**src/rtl/fpsr_rd_pkg.sv**
```systemverilog
package fpsr_rd_pkg;
    localparam int DATA_W = 32;
    localparam int IDX_W  = 4;
    localparam int FLG_W  = 4;
    localparam logic [IDX_W-1:0] FLAG_DEST = '1;

    localparam logic [1:0] PL_USER = 2'd0;
    localparam logic [1:0] PL_KERN = 2'd1;

    typedef enum logic [2:0] {
        SRC_IDENT, SRC_STAT, SRC_FEAT2, SRC_FEAT1, SRC_FEAT0, SRC_EXC, SRC_BAD
    } src_e;

    typedef enum logic [2:0] {
        ACT_NONE, ACT_WRITE, ACT_FLAGS, ACT_UNDEF, ACT_HYP
    } act_e;

    typedef struct packed {
        logic             hit;
        src_e             src;
        logic [IDX_W-1:0] rt;
    } dec_t;

    typedef struct packed {
        logic              wr;
        logic [IDX_W-1:0]  idx;
        logic [DATA_W-1:0] data;
        logic              flg;
        logic [FLG_W-1:0]  nzcv;
        logic              und;
        logic              hyp;
    } res_t;

    function automatic src_e sel_map(input logic [3:0] s);
        case (s)
            4'b0000: return SRC_IDENT;
            4'b0001: return SRC_STAT;
            4'b0101: return SRC_FEAT2;
            4'b0110: return SRC_FEAT1;
            4'b0111: return SRC_FEAT0;
            4'b1000: return SRC_EXC;
            default: return SRC_BAD;
        endcase
    endfunction
endpackage

```
**src/rtl/fpsr_rd_decode.sv**
```systemverilog
module fpsr_rd_decode
    import fpsr_rd_pkg::*;
#(
    parameter int INSTR_W = 32
) (
    input  logic [INSTR_W-1:0] instr,
    input  logic               enc_sel,
    output dec_t               dec
);
    localparam int TOP = INSTR_W - 1;

    logic fixed_ok;
    logic head_ok;

    assign fixed_ok = (instr[27:21] == 7'b1110111) && instr[20]
                   && (instr[11:8] == 4'b1010) && instr[4];

    always_comb begin
        if (enc_sel) head_ok = (instr[TOP-:4] == 4'b1110);
        else         head_ok = (instr[TOP-:4] != 4'b1111);
    end

    assign dec.hit = fixed_ok && head_ok;
    assign dec.src = sel_map(instr[19:16]);
    assign dec.rt  = instr[15:12];
endmodule

```
**src/rtl/fpsr_rd_gate.sv**
```systemverilog
module fpsr_rd_gate
    import fpsr_rd_pkg::*;
(
    input  dec_t       dec,
    input  logic       enc_sel,
    input  logic       cond_pass,
    input  logic [1:0] priv_lvl,
    input  logic       nonsecure,
    input  logic       fp_access_ok,
    input  logic       fp_hyp_trap,
    input  logic       fpexc_en,
    input  logic       id_trap_en,
    output act_e       act
);
    logic is_stat;
    assign is_stat = (dec.src == SRC_STAT);

    always_comb begin
        act = ACT_NONE;
        if (!dec.hit || (!enc_sel && !cond_pass)) begin
            act = ACT_NONE;
        end else if (dec.src == SRC_BAD || (dec.rt == FLAG_DEST && !is_stat)) begin
            act = ACT_UNDEF;
        end else if (!is_stat && priv_lvl == PL_USER) begin
            act = ACT_UNDEF;
        end else if (!fp_access_ok) begin
            act = ACT_UNDEF;
        end else if (fp_hyp_trap) begin
            act = ACT_HYP;
        end else if (is_stat && !fpexc_en) begin
            act = ACT_UNDEF;
        end else if (dec.src == SRC_IDENT && id_trap_en && nonsecure
                     && priv_lvl == PL_KERN) begin
            act = ACT_HYP;
        end else if (is_stat && dec.rt == FLAG_DEST) begin
            act = ACT_FLAGS;
        end else begin
            act = ACT_WRITE;
        end
    end
endmodule

```
**src/rtl/fpsr_rd_mux.sv**
```systemverilog
module fpsr_rd_mux
    import fpsr_rd_pkg::*;
(
    input  src_e              src,
    input  logic [DATA_W-1:0] r_ident,
    input  logic [DATA_W-1:0] r_status,
    input  logic [DATA_W-1:0] r_feat0,
    input  logic [DATA_W-1:0] r_feat1,
    input  logic [DATA_W-1:0] r_feat2,
    input  logic [DATA_W-1:0] r_exc,
    output logic [DATA_W-1:0] data
);
    always_comb begin
        case (src)
            SRC_IDENT: data = r_ident;
            SRC_STAT:  data = r_status;
            SRC_FEAT2: data = r_feat2;
            SRC_FEAT1: data = r_feat1;
            SRC_FEAT0: data = r_feat0;
            SRC_EXC:   data = r_exc;
            default:   data = '0;
        endcase
    end
endmodule

```
**src/rtl/fpsr_read_unit.sv**
```systemverilog
module fpsr_read_unit
    import fpsr_rd_pkg::*;
(
    input  logic              clk,
    input  logic              rst,
    input  logic              in_valid,
    input  logic [31:0]       instr,
    input  logic              enc_sel,
    input  logic              cond_pass,
    input  logic [1:0]        priv_lvl,
    input  logic              nonsecure,
    input  logic              fp_access_ok,
    input  logic              fp_hyp_trap,
    input  logic              fpexc_en,
    input  logic              id_trap_en,
    input  logic [DATA_W-1:0] r_ident,
    input  logic [DATA_W-1:0] r_status,
    input  logic [DATA_W-1:0] r_feat0,
    input  logic [DATA_W-1:0] r_feat1,
    input  logic [DATA_W-1:0] r_feat2,
    input  logic [DATA_W-1:0] r_exc,
    output logic              wr_en,
    output logic [IDX_W-1:0]  wr_idx,
    output logic [DATA_W-1:0] wr_data,
    output logic              flg_en,
    output logic [FLG_W-1:0]  flg_nzcv,
    output logic              undef_o,
    output logic              hyp_trap_o
);
    dec_t              dec;
    act_e              act;
    logic [DATA_W-1:0] src_data;
    res_t              nxt;
    res_t              res_q;

    fpsr_rd_decode #(.INSTR_W(32)) u_dec (
        .instr   (instr),
        .enc_sel (enc_sel),
        .dec     (dec)
    );

    fpsr_rd_gate u_gate (
        .dec          (dec),
        .enc_sel      (enc_sel),
        .cond_pass    (cond_pass),
        .priv_lvl     (priv_lvl),
        .nonsecure    (nonsecure),
        .fp_access_ok (fp_access_ok),
        .fp_hyp_trap  (fp_hyp_trap),
        .fpexc_en     (fpexc_en),
        .id_trap_en   (id_trap_en),
        .act          (act)
    );

    fpsr_rd_mux u_mux (
        .src      (dec.src),
        .r_ident  (r_ident),
        .r_status (r_status),
        .r_feat0  (r_feat0),
        .r_feat1  (r_feat1),
        .r_feat2  (r_feat2),
        .r_exc    (r_exc),
        .data     (src_data)
    );

    always_comb begin
        nxt = '0;
        if (in_valid) begin
            nxt.wr   = (act == ACT_WRITE);
            nxt.idx  = (act == ACT_WRITE) ? dec.rt : '0;
            nxt.data = (act == ACT_WRITE) ? src_data : '0;
            nxt.flg  = (act == ACT_FLAGS);
            nxt.nzcv = (act == ACT_FLAGS) ? r_status[DATA_W-1 -: FLG_W] : '0;
            nxt.und  = (act == ACT_UNDEF);
            nxt.hyp  = (act == ACT_HYP);
        end
    end

    always_ff @(posedge clk) begin
        if (rst) res_q <= '0;
        else     res_q <= nxt;
    end

    assign wr_en      = res_q.wr;
    assign wr_idx     = res_q.idx;
    assign wr_data    = res_q.data;
    assign flg_en     = res_q.flg;
    assign flg_nzcv   = res_q.nzcv;
    assign undef_o    = res_q.und;
    assign hyp_trap_o = res_q.hyp;
endmodule

```
**config.mk**
```make
export PLATFORM = sky130hd
export DESIGN_NAME = fpsr_read_unit
export DESIGN_NICKNAME = d
export VERILOG_FILES = /design/src/rtl/fpsr_rd_pkg.sv /design/src/rtl/fpsr_rd_decode.sv /design/src/rtl/fpsr_rd_gate.sv /design/src/rtl/fpsr_rd_mux.sv /design/src/rtl/fpsr_read_unit.sv
export SDC_FILE = /design/constraint.sdc
export NUM_CORES = 1
export LEC_CHECK = 0
export CORE_AREA = 2 2 109 111
export CTS_CLUSTER_DIAMETER = 50
export CTS_CLUSTER_SIZE = 30
export DETAILED_ROUTE_END_ITERATION = 6
export DIE_AREA = 0 0 111 113
export PLACE_DENSITY = 0.62
export SLEW_MARGIN = 20
export SYNTH_ARGS = -nofsm -noshare
export SYNTH_HDL_FRONTEND = slang
export SYNTH_SLANG_ARGS = --single-unit
```
**constraint.sdc**
```tcl
create_clock -name clk -period 3.1 [get_ports clk]
set_clock_uncertainty 0.05 [all_clocks]
set_input_delay 0.465 -clock clk [delete_from_list [all_inputs] [get_ports clk]]
set_output_delay 0.465 -clock clk [all_outputs]
set_load 0.1 [all_outputs]
```
# Word-level counts from Yosys, hierarchy flattened

Index checks and enable logic that the tools add are counted.

Flip-flop bits (word level): 44
Input port bits: 236
Output and inout bits: 44
Word-level logic and storage cells: 67

Equal/unequal tests: 21
Mux-type cells: 11
Bitwise operators: 3
Reduce and logical (&&, ||, !) cells: 25

Operators with widths:

| cell                                          | count |
|---|---|
| one-hot mux 32 bit (6 select lines)           | 1 |
| 2-to-1 mux 3 bit                              | 7 |
| one-hot mux 3 bit (6 select lines)            | 1 |
| == test 4 bit, second input constant          | 4 |
| == test 3 x 2 -> 1 bit, second input constant | 4 |
| == test 3 bit, second input constant          | 4 |
| == test 4 x 3 -> 1 bit, second input constant | 3 |
| logical AND 1 bit                             | 12 |
| == test 7 bit, second input constant          | 1 |
| == test 3 x 1 -> 1 bit, second input constant | 2 |
| OR reduction 3 bit                            | 2 |
| zero test 1 bit                               | 5 |
| == test 4 x 1 -> 1 bit, second input constant | 1 |
| zero test 4 bit                               | 1 |
| inequality test 4 bit, second input constant  | 1 |
| zero test 3 bit                               | 1 |
| inverter 1 bit                                | 3 |
| == test 2 x 1 -> 1 bit, second input constant | 1 |
| zero test 2 bit                               | 1 |
| logical OR 1 bit                              | 2 |
| 2-to-1 mux 2 bit                              | 1 |
| OR reduction 2 bit                            | 1 |
| 2-to-1 mux 1 bit                              | 1 |

# Depth between registers and ports, before layout

Depth in word-level cells: 16
Depth in mapped cells: 12
Gate-level depth less buffers: 9

# Cells and area by module

A second synthesis with hierarchy kept.

Cells, all modules: 359
Area, all modules: 3286.9 µm²

Modules (own cells, without submodules):

| module         | times used | cells an instance | area each (µm²) | seq. area each (µm²) |
|---|---|---|---|---|
| fpsr_rd_mux    | 1          | 220               | 1786.7          | 0.0 |
| fpsr_read_unit | 1          | 100               | 1237.4          | 880.8 |
| fpsr_rd_decode | 1          | 22                | 152.6           | 0.0 |
| fpsr_rd_gate   | 1          | 17                | 110.1           | 0.0 |

# Worst setup path before layout

Ideal clock, no wire load.

Kind: in2reg
Start: input port instr[19]
End: register res_q, in the netlist wr_data[0]
Library setup time: 134 ps
Data arrival time: 2334 ps
Data required time: 2916 ps
Setup slack: 582 ps
Stages: 12
Buffers on the path: 3
Cells stage by stage: buf_2 -> inv_1 -> nor4_1 -> a31oi_1 -> ha_1 -> inv_1 -> o21ai_1 -> a2111oi_4 -> nand4bb_1 -> buf_2 -> buf_4 -> a31oi_1

Longest elaborated chain between the ends: 16
Elaborated cells between the ends (all ways): 35
Those cells by class: eq/ne: 12; mux: 10; bitwise: 1; reduce/logical: 12

RTL lines:

| what                                        | line                                  | RTL |
|---|---|---|
| from (decl)                                 | fpsr_read_unit.sv:7                   | `input logic [31:0] instr,` |
| == test 4 bit, or another cell as far along | fpsr_rd_pkg.sv:35                     | `case (s)` |
| one-hot mux 3 bit (6 select lines) *        | fpsr_rd_pkg.sv:35                     |  |
| zero test 3 bit                             | fpsr_rd_gate.sv:32, fpsr_rd_mux.sv:14 |  |
| logical AND 1 bit (2 in series)             | fpsr_rd_gate.sv:32                    | `end else if (dec.src == SRC_IDENT && id_trap_en && nonsecure` |
| logical AND 1 bit                           | fpsr_rd_gate.sv:33                    | `&& priv_lvl == PL_KERN) begin` |
| 2-to-1 mux 3 bit                            | fpsr_rd_gate.sv:32                    |  |
| 2-to-1 mux 3 bit                            | fpsr_rd_gate.sv:30                    | `end else if (is_stat && !fpexc_en) begin` |
| 2-to-1 mux 3 bit                            | fpsr_rd_gate.sv:28                    | `end else if (fp_hyp_trap) begin` |
| 2-to-1 mux 3 bit                            | fpsr_rd_gate.sv:26                    | `end else if (!fp_access_ok) begin` |
| 2-to-1 mux 3 bit                            | fpsr_rd_gate.sv:24                    | `end else if (!is_stat && priv_lvl == PL_USER) begin` |
| 2-to-1 mux 3 bit                            | fpsr_rd_gate.sv:22                    | `end else if (dec.src == SRC_BAD \|\| (dec.rt == FLAG_DEST && !is_stat)) begin` |
| 2-to-1 mux 3 bit                            | fpsr_rd_gate.sv:20                    | `if (!dec.hit \|\| (!enc_sel && !cond_pass)) begin` |
| == test 3 x 1 -> 1 bit                      | fpsr_read_unit.sv:71                  | `nxt.data = (act == ACT_WRITE) ? src_data : '0;` |
| inverter 1 bit (no line)                    | --                                    |  |
| OR reduction 3 bit (no line)                | --                                    |  |
| to (signal assigned)                        | fpsr_read_unit.sv:81                  | `else res_q <= nxt;` |
| to (decl)                                   | fpsr_read_unit.sv:34                  | `res_t res_q;` |

Mark *: on every way between the ends. The rest lies on a longest branch, timed or not.
A chain may end at the register's enable or synchronous reset.

# Worst setup path in the final report

Start: input port instr[19]
End: register res_q, in the netlist flg_nzcv[2]

Longest elaborated chain between the ends: 16
Elaborated cells between the ends (all ways): 30
Those cells by class: eq/ne: 8; mux: 9; bitwise: 1; reduce/logical: 12

RTL lines:

| what                                        | line                 | RTL |
|---|---|---|
| == test 4 bit, or another cell as far along | fpsr_rd_pkg.sv:35    |  |
| one-hot mux 3 bit (6 select lines) *        | fpsr_rd_pkg.sv:35    |  |
| zero test 3 bit                             | fpsr_rd_gate.sv:32   |  |
| logical AND 1 bit (2 in series)             | fpsr_rd_gate.sv:32   |  |
| logical AND 1 bit                           | fpsr_rd_gate.sv:33   |  |
| 2-to-1 mux 3 bit                            | fpsr_rd_gate.sv:32   |  |
| 2-to-1 mux 3 bit                            | fpsr_rd_gate.sv:30   |  |
| 2-to-1 mux 3 bit                            | fpsr_rd_gate.sv:28   |  |
| 2-to-1 mux 3 bit                            | fpsr_rd_gate.sv:26   |  |
| 2-to-1 mux 3 bit                            | fpsr_rd_gate.sv:24   |  |
| 2-to-1 mux 3 bit *                          | fpsr_rd_gate.sv:22   |  |
| 2-to-1 mux 3 bit *                          | fpsr_rd_gate.sv:20   |  |
| == test 3 x 2 -> 1 bit *                    | fpsr_read_unit.sv:73 | `nxt.nzcv = (act == ACT_FLAGS) ? r_status[DATA_W-1 -: FLG_W] : '0;` |
| inverter 1 bit (no line) *                  | --                   |  |
| OR reduction 3 bit (no line) *              | --                   |  |

Marked as above.

==> out/metrics.yaml <==
grt:
  grt_overflow: 0
  grt.total_usage: 0.1858
  grt_pass1_vias: 3582
  grt_max_degree: 23
  grt_antenna_before_repair: 1
  grt_pass1_wl_um: 18480
cts:
  cts_resized: 0
  cts.clk_slew.worst_paths_ps: 70
  clkSinkCount: 44
  cts_root_buffer: "clkbuf_16"
  cts_buffers: 5
  hold_buffers: 0
  cts_buffer_depth: 2
  h-tree-depth: 2
  postCtsSetupBuffers: 0
  cts_tree: "done"
synthesis:
  synth_nets: 500
  synth_edf_count: 0
  synth_seq_cells: 44
  seq_area_frac_synth: 0.3737
  synth.most_common_cell: "dfxtp_1"
  synthArstFlopShare: 0
  synthTopCellsByArea: "dfxtp_1 (37%), a222oi_1 (14%), a22oi_1 (10%), a31oi_1 (8.8%), nand2_1 (5.9%)"
  synth_warnings: 0
  avgSynthCellArea_sq_um: 8.963
  synth.top_cell.area_share: 0.3737
  synth_ff_type: "dfxtp_1"
  synth_common_cells: "dfxtp_1 (44), nand2_1 (37), a31oi_1 (33), a222oi_1 (32), a22oi_1 (32)"
  yosysTopAreaCell: "dfxtp_1"
  syn_area_sq_um: 2357
  netlist_instances: 263
  synth_cell_type_count: 41
worst_setup_path:
  slowest_stage: "clkdlybuf4s50_1"
  crit_required_ps: 3270
  critPathBufInv: 4
  crit_path_max_fanout: 7
  path_cells: "clkdlybuf4s50_1 > buf_4 > nor2b_1 > a31oi_1 > ha_1 > inv_1 > o21ai_1 > o311ai_2 > buf_4 > nor3_1 > and2_1"
  startpoint: "instr[19]"
  cp_top_family: "buffers and inverters"
  cp-end-kind: "flip-flop"
  worstPathArrival_ps: 2930
  cp-start-kind: "input pin"
  max_stage_delay_ps: 480
  worst-setup-path-type: "input pin to flip-flop"
  cp_common_cell: "buf_4"
sta:
  fin_setup_tns_ps: 0
  setup_viol: 0
  max_clock_freq_mhz: 362.4
  rsz0062_at_grt: "no"
  period_needed_ps: 2760
  slew_headroom: 0.6354
  post-route-period-util: 0.8902
  slew_viol_final: 0
  worst_pin_slew_ps: 545.5
  hold_violations: 0
die:
  std_cell_rows: 39
  ios: 280
  die_x_um: 111
  dieArea_sq_um: 12540
  placeableCoreArea_sq_um: 11270
  die_y_um: 113
  initial_utilization: 0.2091
power:
  vdd_drop_max_mv: 0.1993
  power_mw: 1.519
  p_per_area_nw_per_um2: 282.3
  p_leak_nw: 1.925
drt:
  drc_errors: 6
  dr.pass1.iters: 7
  finalWirelength_um: 12270
  wl_per_cell_um: 18.01
  antenna_left: 0
  via_per_inst: 4.941
  dr.first_iter.drc_count: 229
  num_vias: 3365
place:
  gp_congestion: 0.8056
  port_buffers: 272
  dp_hpwl_um: 10110
min_path:
  hp-start: "r_ident[11]"
  hp-class: "input pin to flip-flop"
status:
  status: "finished with violations"
  violations: "design-rule violations"
final_layout:
  n_antenna_cell: 0
  fin_nets: 775
  area_growth_syn_to_layout_pct: 128.3
  drive_above_1_share: 0.1580
job:
  cap_violations: 0
==> tightest hold or removal path: cells and delay by family <==
family	cells	cell delay (ps)
simple gates	1	50
compound gates	1	70
buf+inv	1	390
==> power by group <==
part	switching (mW)	internal [mW]
registers	0.000000157	0.565
clock network	0.215	0.338
logic	0.110	0.290
total	0.325	1.19
==> sequential cells by signal (all words and copies together), names as in the netlist <==
name,flops
wr_data,32
wr_en,1
hyp_trap_o,1
flg_en,1
undef_o,1
flg_nzcv,4
wr_idx,4
==> per-layer routing <==
metal	vias up	GRT usage	wire, um
met5	-	0	0
met4	0	0.03667	170
met3	14	0.05731	1167
met2	182	0.3554	6472
met1	1532	0.2028	4457
li1	1637	-	-
==> cell families (layout without fill, tap and decap cells) <==
group | after synthesis | after routing | synth area share
buffers and inverters | 29 | 304 | 0.05308
DFF | 44 | 44 | 0.3737
adders and majority gates | 1 | 1 | 0.005307
AOI/OAI and AO/OA | 108 | 108 | 0.3710
and+or+nand+nor | 79 | 79 | 0.1890
xor gates and xnor gates | 1 | 1 | 0.003716
muxes | 1 | 1 | 0.004246
==> metrics by stage <==
step / hold WS (ps) / utilization / area [sq um] / worst slack [ps] / cells
finish: 698.2 / 0.4774 / 5381 / 340.5 / 681
global placement: 910.7 / 0.4639 / 5229 / 95.40 / 674
floorplan: 536.7 / - / 2357 / 582.2 / 263
global route: 702.7 / 0.4774 / 5381 / 107.8 / 681
CTS: 693.6 / 0.4774 / 5381 / 337.3 / 681
detailed placement: 911.2 / 0.4639 / 5229 / 64.33 / 674
==> final timing paths <==
check | end | slack, ps | cells after the start
max | flg_nzcv[2] | 340 | 11
min | wr_data[11] | 700 | 3
==> area by class of cell <==
type / count / area, sq um
clock buffers: 7 / 152.6
fillers: 1089 / 5891
inverters: 3 / 11.26
multi-input cells: 190 / 1380
flip-flops and latches: 44 / 880.8
well taps: 143 / 178.9
repair buffers: 294 / 2778
==> cell usage in the layout, fill, tap and decap left out, drive strengths merged, types with 2 or more instances in the layout <==
| cell type | synthesis | final |
|---|---|---|
| clkdlybuf4s50 | 0 | 228 |
| buf | 7 | 66 |
| dfxtp | 44 | 44 |
| nand2 | 37 | 37 |
| a31oi | 33 | 33 |
| a222oi | 32 | 32 |
| a22oi | 32 | 32 |
| and2 | 9 | 9 |
| clkbuf | 19 | 7 |
| nor2 | 4 | 4 |
| nor3 | 4 | 4 |
| inv | 3 | 3 |
| nor4 | 3 | 3 |
| nor4b | 3 | 3 |
| nor3b | 3 | 3 |
| o21ai | 3 | 3 |
| nand4 | 2 | 2 |
| or2 | 2 | 2 |
| nand4b | 2 | 2 |
| nand3 | 2 | 2 |
| and4 | 2 | 2 |
| a21oi | 2 | 2 |
| nand4bb | 2 | 2 |
| a2111oi | 2 | 2 |
Note: power is estimated with default switching activity, not from simulation.
